**config.mk**
```make
export PLATFORM = sky130hd
export DESIGN_NAME = clkref_mode_ctrl
export DESIGN_NICKNAME = d
export VERILOG_FILES = /design/src/rtl/clkref_pkg.sv /design/src/rtl/clkref_qual_timer.sv /design/src/rtl/clkref_hold_track.sv /design/src/rtl/clkref_mode_fsm.sv /design/src/rtl/clkref_mode_ctrl.sv
export SDC_FILE = /design/constraint.sdc
export NUM_CORES = 1
export LEC_CHECK = 0
export CAP_MARGIN = 20
export CELL_PAD_IN_SITES_DETAIL_PLACEMENT = 0
export CELL_PAD_IN_SITES_GLOBAL_PLACEMENT = 2
export CORE_ASPECT_RATIO = 0.6
export CORE_MARGIN = 5
export CORE_UTILIZATION = 24
export CTS_CLUSTER_DIAMETER = 50
export DETAILED_ROUTE_END_ITERATION = 8
export PLACE_DENSITY_LB_ADDON = 0.1
export SKIP_LAST_GASP = 1
export SYNTH_ARGS = -nofsm -noshare
export SYNTH_HDL_FRONTEND = slang
export SYNTH_SLANG_ARGS = --single-unit
```
**constraint.sdc**
```tcl
create_clock -name clk -period 1.9 [get_ports clk]
set_input_delay 0.38 -clock clk [delete_from_list [all_inputs] [get_ports clk]]
set_output_delay 0.38 -clock clk [all_outputs]
set_load 0.03 [all_outputs]
```
**src/rtl/clkref_pkg.sv**
```systemverilog
package clkref_pkg;

   typedef enum logic [1:0] {
      CS_FREE   = 2'b00,
      CS_LOCK_A = 2'b01,
      CS_LOCK_B = 2'b10,
      CS_HOLD   = 2'b11
   } cs_e;

   typedef enum logic [1:0] {
      OPM_MANUAL  = 2'b00,
      OPM_AUTO_NR = 2'b01,
      OPM_AUTO_RV = 2'b10
   } opm_e;

   function automatic opm_e decode_opm(input logic [1:0] sel);
      if (!sel[1])
         return OPM_MANUAL;
      else if (sel[0])
         return OPM_AUTO_RV;
      else
         return OPM_AUTO_NR;
   endfunction

   function automatic logic is_lock(input cs_e s);
      return (s == CS_LOCK_A) || (s == CS_LOCK_B);
   endfunction

endpackage

```
**src/rtl/clkref_qual_timer.sv**
```systemverilog
module clkref_qual_timer #(
   parameter int QUAL_SEC = 10
) (
   input  logic clk,
   input  logic rst,
   input  logic present_i,
   input  logic restart_i,
   input  logic tick_i,
   output logic valid_o
);
   localparam int CW = $clog2(QUAL_SEC + 1);
   localparam logic [CW-1:0] LIMIT = CW'(QUAL_SEC);

   logic [CW-1:0] cnt_q;

   always_ff @(posedge clk) begin
      if (rst || !present_i || restart_i)
         cnt_q <= '0;
      else if (tick_i && cnt_q != LIMIT)
         cnt_q <= cnt_q + CW'(1);
   end

   assign valid_o = (cnt_q == LIMIT);

endmodule

```
**src/rtl/clkref_hold_track.sv**
```systemverilog
module clkref_hold_track #(
   parameter bit LOAD_REG = 1'b1
) (
   input  logic clk,
   input  logic rst,
   input  logic tick_i,
   input  logic locked_i,
   input  logic lol_i,
   output logic hold_load_o,
   output logic hold_valid_o
);
   logic capture;
   logic hv_q;

   assign capture = tick_i && locked_i && !lol_i;

   always_ff @(posedge clk) begin
      if (rst)
         hv_q <= 1'b0;
      else if (capture)
         hv_q <= 1'b1;
   end
   assign hold_valid_o = hv_q;

   generate
      if (LOAD_REG) begin : g_load_reg
         logic ld_q;
         always_ff @(posedge clk) begin
            if (rst)
               ld_q <= 1'b0;
            else
               ld_q <= capture;
         end
         assign hold_load_o = ld_q;
      end else begin : g_load_comb
         assign hold_load_o = capture && !rst;
      end
   endgenerate

endmodule

```
**src/rtl/clkref_mode_fsm.sv**
```systemverilog
module clkref_mode_fsm
   import clkref_pkg::*;
(
   input  logic       clk,
   input  logic       rst,
   input  opm_e       opm_i,
   input  cs_e        req_i,
   input  logic [1:0] ref_ok_i,
   input  logic       hlv_i,
   output cs_e        state_o
);
   cs_e state_q;
   cs_e nxt;
   logic cur_ok;
   logic pref_b;
   logic pref_ok;
   logic oth_ok;
   cs_e  oth;
   cs_e  fallback;

   always_comb begin
      cur_ok   = ((state_q == CS_LOCK_A) && ref_ok_i[0]) ||
                 ((state_q == CS_LOCK_B) && ref_ok_i[1]);
      fallback = hlv_i ? CS_HOLD : CS_FREE;
      pref_b   = (req_i == CS_LOCK_B);
      pref_ok  = pref_b ? ref_ok_i[1] : ref_ok_i[0];
      oth_ok   = pref_b ? ref_ok_i[0] : ref_ok_i[1];
      oth      = pref_b ? CS_LOCK_A : CS_LOCK_B;
      nxt      = state_q;
      if (opm_i == OPM_MANUAL) begin
         nxt = req_i;
      end else begin
         case (req_i)
            CS_FREE: nxt = CS_FREE;
            CS_HOLD: begin
               if (hlv_i)
                  nxt = CS_HOLD;
               else if (cur_ok)
                  nxt = state_q;
               else
                  nxt = CS_FREE;
            end
            default: begin
               if (opm_i == OPM_AUTO_NR && cur_ok)
                  nxt = state_q;
               else if (pref_ok)
                  nxt = req_i;
               else if (oth_ok)
                  nxt = oth;
               else
                  nxt = fallback;
            end
         endcase
      end
   end

   always_ff @(posedge clk) begin
      if (rst)
         state_q <= CS_FREE;
      else
         state_q <= nxt;
   end

   assign state_o = state_q;

endmodule

```
**src/rtl/clkref_mode_ctrl.sv**
```systemverilog
module clkref_mode_ctrl
   import clkref_pkg::*;
#(
   parameter int QUAL_SEC = 10,
   parameter bit LOAD_REG = 1'b1
) (
   input  logic       clk,
   input  logic       rst,
   input  logic [1:0] mode_sel_i,
   input  logic [1:0] ctl_req_i,
   input  logic       ref_a_live_i,
   input  logic       ref_b_live_i,
   input  logic       lol_i,
   input  logic       sec_tick_i,
   output logic [1:0] ctl_status_o,
   output logic       hold_valid_o,
   output logic       hold_load_o
);
   localparam int NREF = 2;

   generate
      if (QUAL_SEC < 1 || QUAL_SEC > 65535) begin : g_bad_qual
         $error("QUAL_SEC must lie in 1..65535");
      end
   endgenerate

   cs_e              state;
   logic [NREF-1:0]  ref_live;
   logic [NREF-1:0]  ref_qual;
   logic             hlv;

   assign ref_live = {ref_b_live_i, ref_a_live_i};

   generate
      for (genvar i = 0; i < NREF; i++) begin : g_ref
         localparam cs_e OWN_LOCK = (i == 0) ? CS_LOCK_A : CS_LOCK_B;
         clkref_qual_timer #(.QUAL_SEC(QUAL_SEC)) u_qual (
            .clk       (clk),
            .rst       (rst),
            .present_i (ref_live[i]),
            .restart_i (lol_i && (state == OWN_LOCK)),
            .tick_i    (sec_tick_i),
            .valid_o   (ref_qual[i])
         );
      end
   endgenerate

   clkref_mode_fsm u_fsm (
      .clk      (clk),
      .rst      (rst),
      .opm_i    (decode_opm(mode_sel_i)),
      .req_i    (cs_e'(ctl_req_i)),
      .ref_ok_i (ref_qual),
      .hlv_i    (hlv),
      .state_o  (state)
   );

   clkref_hold_track #(.LOAD_REG(LOAD_REG)) u_hold (
      .clk          (clk),
      .rst          (rst),
      .tick_i       (sec_tick_i),
      .locked_i     (is_lock(state)),
      .lol_i        (lol_i),
      .hold_load_o  (hold_load_o),
      .hold_valid_o (hlv)
   );

   assign ctl_status_o = state;
   assign hold_valid_o = hlv;

endmodule

```
==> metrics.txt, run 1 <==
worst vdd ir 0.281 mV; Hold WC Path Type reg2reg; Gate power share 18.8%; post-route setup slack 0.0739 ns; Synth Area in XOR/XNOR 6.86%; Seq. cell area 240 um2; Total Routing Usage GR 9.16%; max_cap viols 0; dpl hpwl 1510 um; footprint of the multi-input gates 494 um2; Main synth FF type dfxtp_1; Crit. End Element flip-flop; Root Buffer clkbuf_8; # setup viols final 0; largest cells by area after synthesis dfxtp_1 31%, ha_1 13%, nand3b_4 5.2%; die height 53.8 um; crit-path max FO 6; Final Max Slew Viols 0; Core ar. 0.00297 mm2; Post-synth top cells 12 x dfxtp_1, 8 x ha_1, 8 x inv_1, 8 x nor2_1, 6 x nand2_1; Power Dens Cells 591 mW/mm2; Setup Skew 0.00749 ns; switching power 153 uW; non-filler cells, final 144; status finished, final reports clean; boundary pin count 14; distinct cell type count after synthesis 28; # H-tree levels 1; initial antenna violation count 0; dpl cells 141; Rel. slew slack 73.7%; Buffers on Ports 13; Worst-Skew Late Latency 0.24 ns; Synth top area share 31.4%; First DRT Iteration DRCs 42; Final Instance Area 0.00103 mm2; Synth Area in Adders 13.1%; post-synthesis sequential area ratio 31.4%; largest net degree at the start of global routing 11; crit path kind in2reg; Max Clk Rate 548 MHz; row count 15; Place WS -0.235 ns; Synth area leader dfxtp_1; Die Wd 82.9 um; simple-gate share of the synthesized area 25.3%; Initial Utilization 25.8%; number of global-route vias before repair 641; synthesis-to-layout area growth 35.0%; main combinational cell family by area after synthesis simple AND/OR/NAND/NOR gates; Mapped Cells 81; crit path DAT 1.95 ns; CP required 2.02 ns; first-pass GRT wire length 3100 um; total CTS buffers 3; Yosys reg bits 12; Flop pwr share 43.7%; Area after DPL 990 um2; Startpoint Class primary input; Layout Utilization 34.9%; WL per Instance 12.3 um; CTS tree built; total gr overflow 0; Mapped Avg Cell Area 9.45 um2; most numerous cell in the Yosys netlist dfxtp_1; drt drc 0; Total Wirelength 1780 um; number of flops mapped to enable cells by yosys 0; layout cells sized above 1 15.7%; Die ar. 0.00446 mm2; RSZ-0062 raised after global routing no; Filler cells 326; period utilization 96.1%; mux contribution to synthesized area 0%; nets 122; Pint 458 uW; crit path time final 1.83 ns; # diodes 0; P_leak 0.000506 uW; Clock power frac 37.5%; first-pass detailed-route iteration total 4; Sink Count 12; clock buffer depth 2; sw frac 25.1%; Fin. Hold Viols 0; async set-reset flop share out of synthesis 0%; Post-CTS Setup Bufs 0; Post-Syn Nets 99; mapped cell area 766 um2; Clk pin slew, worst setup/hold paths 0.06 ns; Vias 646; Placer Congestion 0.806; post-synthesis compound-gate area fraction 19.0%; DR vias/cell 4.49; Pwr Total 611 uW; synth warn 0; actual slew at the worst max-slew pin 0.390 ns; Antenna Nets Post-Route 0
placed cells by master (no fill, tap or decap):
cell type        Yosys  final
nor2b_1              1      1
and4b_1              2      2
nand3b_4             2      2
buf_4                0      6
a311oi_1             2      2
dfxtp_1             12     12
o211a_1              1      1
a31oi_1              2      2
o21ai_0              1      1
ha_1                 8      7
nand3b_1             1      1
xor2_1               4      4
clkbuf_8             0      3
clkdlybuf4s50_1      0     13
nand2b_1             1      1
o211ai_1             1      1
inv_1                8      8
nor2_1               8      8
o221a_4              1      1
nand4_1              2      2
ha_2                 0      1
a21o_1               1      1
a21oi_1              2      2
a221oi_2             2      2
nand2_1              6      6
nor4b_1              2      2
nand3_1              5      5
xnor2_1              2      2
a31o_1               1      1
and2_1               1      1
o41ai_2              1      1
power by group through the flow:
stage               sequential (uW)  clock [uW]  combinational [uW]
global placement                273           0                 117
CTS                             267         239                 115
finish                          267         229                 115
detailed placement              273           0                 114
floorplan                       280           0                51.8
global route                    268         251                 127
timing repair:
action,4_1_cts,5_1_grt
gates resized for setup,0,1
setup endpoints to repair,0,2
hold buffers,0,0
final timing paths:
check | from | slack, ns | endpoint | cells after the start
setup / recovery | ctl_req_i[0] | 0.07 | u_fsm.state_o[1] | 7
setup reg to reg | g_ref[0].u_qual.cnt_q[0] | 0.36 | u_fsm.state_o[1] | 6
hold reg to reg | u_fsm.state_o[0] | 0.53 | u_fsm.state_o[0] | 2
hold / removal | u_fsm.state_o[0] | 0.53 | u_fsm.state_o[0] | 2
through the flow:
stage	TNS [ns]	hold slack [ns]
floorplan	0	0.446
global placement	-0.396	0.529
detailed placement	-0.419	0.517
CTS	0	0.527
global route	0	0.562
finish	0	0.527
registers in the layout, summed over array words and instances, names as in the netlist:
register	cells
u_hold.hold_load_o	1
u_hold.hold_valid_o	1
u_fsm.state_o	2
g_ref.u_qual.cnt_q	8
cells by family (layout without fill, tap and decap cells):
logic type	Yosys count	count (layout)
compound gates	15	15
xor+xnor	6	6
fa+ha+maj	8	8
buf+inv	9	30
flops	12	12
simple gates	31	31
per-layer routing:
metal	vias up	global-route usage (%)	part of all wire (%)
met1	293	13.5	60
met5	-	0	0
met3	2	4.59	5.3
met4	0	1.63	0.39
li1	335	-	-
met2	16	11.6	34
worst max-delay path: stages:
cell and delay, ns:
clkdlybuf4s50_1 0.47, inv_1 0.05, ha_2 0.31, and2_1 0.17, a31o_1 0.20, a221oi_2 0.29, o41ai_2 0.08
final cells by class:
type | count | share of cell area (%)
clock buffers | 3 | 4.00
repair buffers | 19 | 16.9
inverters | 8 | 2.91
flip-flops and latches | 12 | 23.2
well taps | 42 | 5.08
multi-input cells | 60 | 47.8
No activity file was read; power rests on OpenSTA's default activity.
==> run 2, diff against run 1 <==
- CORE_MARGIN: 5 -> 4
==> metrics.txt, run 2 (synthesized netlist as in run 1, its figures left out) <==
status finished, final reports clean; Power Dens Cells 636 mW/mm2; clock buffer depth 2; # H-tree levels 1; Sink Count 12; crit path kind in2reg; CP required 2.02 ns; largest net degree at the start of global routing 11; crit-path max FO 4; Total Wirelength 1840 um; row count 15; First DRT Iteration DRCs 32; footprint of the multi-input gates 504 um2; period utilization 95.5%; die height 51.8 um; total gr overflow 0; Pwr Total 667 uW; # setup viols final 0; Hold Path Depth 2; most common cell after layout, fill and taps aside clkdlybuf4s50_1; worst vdd ir 0.210 mV; drt drc 0; Seq. cell area 240 um2; dpl cells 140; hold_sp u_fsm.state_o[0]; non-filler cells, final 144; total CTS buffers 3; Buffers on Ports 13; Root Buffer clkbuf_8; initial antenna violation count 0; reg2reg setup slack 0.34 ns; Worst-Skew Late Latency 0.24 ns; Hold Path End u_fsm.state_o[0]; number of global-route vias before repair 638; WL per Instance 12.8 um; DR vias/cell 4.67; R2R cell count 5; RR Endpoint u_fsm.state_o[1]; Startpoint Class primary input; Filler cells 323; most frequent cells in the layout 13 x clkdlybuf4s50_1, 12 x dfxtp_1, 8 x inv_1, 8 x nor2_1, 7 x ha_1; CTS tree built; Placer Congestion 0.808; Fin. Hold Viols 0; Antenna Nets Post-Route 0; crit path time final 1.81 ns; Die Wd 80.9 um; nets 121; Max Clk Rate 551 MHz; boundary pin count 14; Vias 673; r2r startpoint g_ref[0].u_qual.cnt_q[0]; Initial Utilization 25.8%; Final Max Slew Viols 0; layout cells sized above 1 15.7%; max_cap viols 0; Hold WC Path Type reg2reg; Rel. slew slack 73.2%; # diodes 0; Setup Skew 0.00393 ns; Crit. End Element flip-flop; first-pass GRT wire length 3060 um; Die ar. 0.00419 mm2; crit path DAT 1.94 ns; actual slew at the worst max-slew pin 0.397 ns; Reg with most FFs g_ref.u_qual.cnt_q; Core ar. 0.00297 mm2; max reg flops 8; Clk pin slew, worst setup/hold paths 0.05 ns; dpl hpwl 1510 um; P_leak 0.000510 uW; first-pass detailed-route iteration total 4; Total Routing Usage GR 9.99%; synthesis-to-layout area growth 37.1%
-- run 2: cell types whose count changed in the layout (fill, tap and decap cells not counted) --
cell      delta
buf_4        -1
clkbuf_8     +1
ha_2         -1
ha_4         +1
-- run 2: timing repair --
action | CTS | global route
hold buffers | 0 | 0
endpoints found under the setup margin | 0 | 2
buffers inserted | 0 | 0
gates resized for setup | 0 | 1
hold endpoints to repair | 0 | 0
-- run 2: area by class of cell --
type	count	share of cell area [%]
Timing Repair Buffer	18	16.0
Inverter	8	2.86
Tap cell	42	5.01
Clock buffer	4	5.24
Multi-Input combinational cell	60	48.0
Sequential cell	12	22.9
-- run 2: critical path: stages --
cell and delay [ns]:
clkdlybuf4s50_1 0.49, buf_4 0.19, ha_1 0.18, and2_1 0.13, a31o_1 0.20, a221oi_2 0.28, o41ai_2 0.08
-- run 2: stage by stage --
stage,utilization [%],setup TNS (ns),worst slack [ns],area (um2),hold slack (ns)
after CTS,35.0,0,0.0206,1040,0.537
after floorplan,-,0,0.283,766,0.446
after detailed placement,33.1,-0.388,-0.232,982,0.531
after global placement,33.1,-0.387,-0.214,982,0.525
final,35.4,0,0.0861,1050,0.540
after global routing,35.4,-0.00515,-0.00515,1050,0.590
-- run 2: worst max path at each step --
| stage | startpoint | end | slack, ns | cells past startpoint |
|---|---|---|---|---|
| floorplan | u_fsm.state_o[0] | u_fsm.state_o[1] | 0.28 | 5 |
| global placement | ctl_req_i[0] | u_fsm.state_o[1] | -0.21 | 7 |
| detailed placement | ctl_req_i[0] | u_fsm.state_o[1] | -0.23 | 7 |
| CTS | ctl_req_i[0] | u_fsm.state_o[1] | 0.02 | 7 |
| global route | ctl_req_i[1] | u_fsm.state_o[0] | -0.005 | 7 |
| finish | ctl_req_i[1] | u_fsm.state_o[1] | 0.09 | 7 |
-- run 2: metal layers --
metal | track usage (%) | wire length (um) | share of wire (%)
met5 | 0 | 0 | 0
met4 | 2.53 | 18 | 0.98
met3 | 4.67 | 104 | 5.7
met2 | 13.5 | 688 | 37
met1 | 14.0 | 1030 | 56
-- run 2: power breakdown --
group | total, uW | switching [uW] | internal [uW]
logic | 116 | 57.2 | 59.2
registers | 267 | 6.99 | 260
clock network | 284 | 100 | 183
==> run 3, diff against run 2 <==
- CORE_UTILIZATION: 24 -> 30
==> metrics.txt, run 3 (synthesized netlist as in run 1, its figures left out) <==
initial antenna violation count 0; Final Instance Area 0.00103 mm2; first-pass detailed-route iteration total 6; Clk pin slew, worst setup/hold paths 0.06 ns; CP peak stage delay 0.49 ns; Sink Count 12; Power Dens Cells 643 mW/mm2; nets 120; number of global-route vias before repair 581; worst vdd ir 0.262 mV; row count 13; Placer Congestion 0.763; First DRT Iteration DRCs 28; drt drc 0; Hold WC Path Type reg2reg; status finished, final reports clean; layout cells sized above 1 15.8%; Vias 651; Total Wirelength 1790 um; Total Routing Usage GR 11.7%; Initial Utilization 33.4%; Max Clk Rate 546 MHz; Buffers on Ports 13; crit path DAT 1.96 ns; first-pass GRT wire length 2900 um; crit path kind in2reg; RSZ-0062 raised after global routing no; total gr overflow 0; Layout Utilization 45.1%; # setup viols final 0; dpl cells 127; Setup Skew 0.00384 ns; Root Buffer clkbuf_8; Die ar. 0.00345 mm2; max_cap viols 0; CP required 2.03 ns; Reg with most FFs g_ref.u_qual.cnt_q; Area after DPL 960 um2; # H-tree levels 1; die height 47.1 um; Post-CTS Hold Fix Bufs 0; Fin. Hold Viols 0; setup TNS 0 ns; most frequent cells in the layout 13 x clkdlybuf4s50_1, 12 x dfxtp_1, 8 x inv_1, 8 x nor2_1, 7 x ha_1; post-route setup slack 0.0683 ns; largest net degree at the start of global routing 12; Startpoint Class primary input; Post-CTS Setup Bufs 0; Core ar. 0.00229 mm2; synthesis-to-layout area growth 35.0%; crit-path max FO 3; dpl hpwl 1470 um; max reg flops 8; Crit. End Element flip-flop; non-filler cells, final 131; crit path time final 1.83 ns; CTS tree built; Worst-Skew Late Latency 0.24 ns; Die Wd 73.2 um; actual slew at the worst max-slew pin 0.388 ns; DR vias/cell 4.97; CP max-delay cell clkdlybuf4s50_1; # diodes 0; total CTS buffers 3; CTS resizes 1; Final Max Slew Viols 0; WL per Instance 13.7 um; Antenna Nets Post-Route 0; period utilization 96.4%; clock buffer depth 2; Rel. slew slack 73.8%; CP cell instances clkdlybuf4s50_1, buf_4, ha_1, and2_1, a31o_1, a221oi_2, o41ai_2; P_leak 0.000505 uW; most common cell after layout, fill and taps aside clkdlybuf4s50_1; boundary pin count 14; Place WS -0.271 ns
## run 3: critical path, delay by kind of cell
kind                       cells  cell delay (ns)
AOI/OAI and AO/OA              3             0.61
and+or+nand+nor                1             0.13
adders and majority gates      1             0.17
buffers and inverters          2             0.67
## run 3: final timing paths
| kind | start | end | slack, ns | cells past startpoint |
|---|---|---|---|---|
| hold reg to reg | u_fsm.state_o[0] | u_fsm.state_o[0] | 0.53 | 2 |
| hold / removal | u_fsm.state_o[0] | u_fsm.state_o[0] | 0.53 | 2 |
| setup reg to reg | g_ref[0].u_qual.cnt_q[0] | u_fsm.state_o[0] | 0.31 | 6 |
| setup / recovery | ctl_req_i[1] | u_fsm.state_o[1] | 0.07 | 7 |
## run 3: through the flow
| step | hold WS (ns) | power [uW] |
|---|---|---|
| floorplan | 0.446 | 332 |
| global placement | 0.510 | 384 |
| detailed placement | 0.527 | 384 |
| CTS | 0.533 | 672 |
| global route | 0.542 | 693 |
| finish | 0.525 | 665 |
## run 3: metal layers
| layer | global-route usage [%] | share of wire, % | vias up |
|---|---|---|---|
| met2 | 14.6 | 36 | 21 |
| li1 | - | - | 332 |
| met5 | 0 | 0 | - |
| met3 | 5.56 | 10 | 0 |
| met1 | 17.6 | 54 | 298 |
| met4 | 2.21 | 0 | 0 |
## run 3: area by class of cell
type | count | area, um2
Inverter | 8 | 30.0
Clock buffer | 4 | 55.1
Timing Repair Buffer | 17 | 160
Tap cell | 30 | 37.5
Fill cell | 218 | 1260
Multi-Input combinational cell | 60 | 510
Sequential cell | 12 | 240
## run 3: report_power, final
part | internal [uW] | total [uW] | switching [uW]
registers | 260 | 268 | 8.16
logic | 58.0 | 115 | 57.4
clock network | 183 | 281 | 98.0
total | 501 | 665 | 164
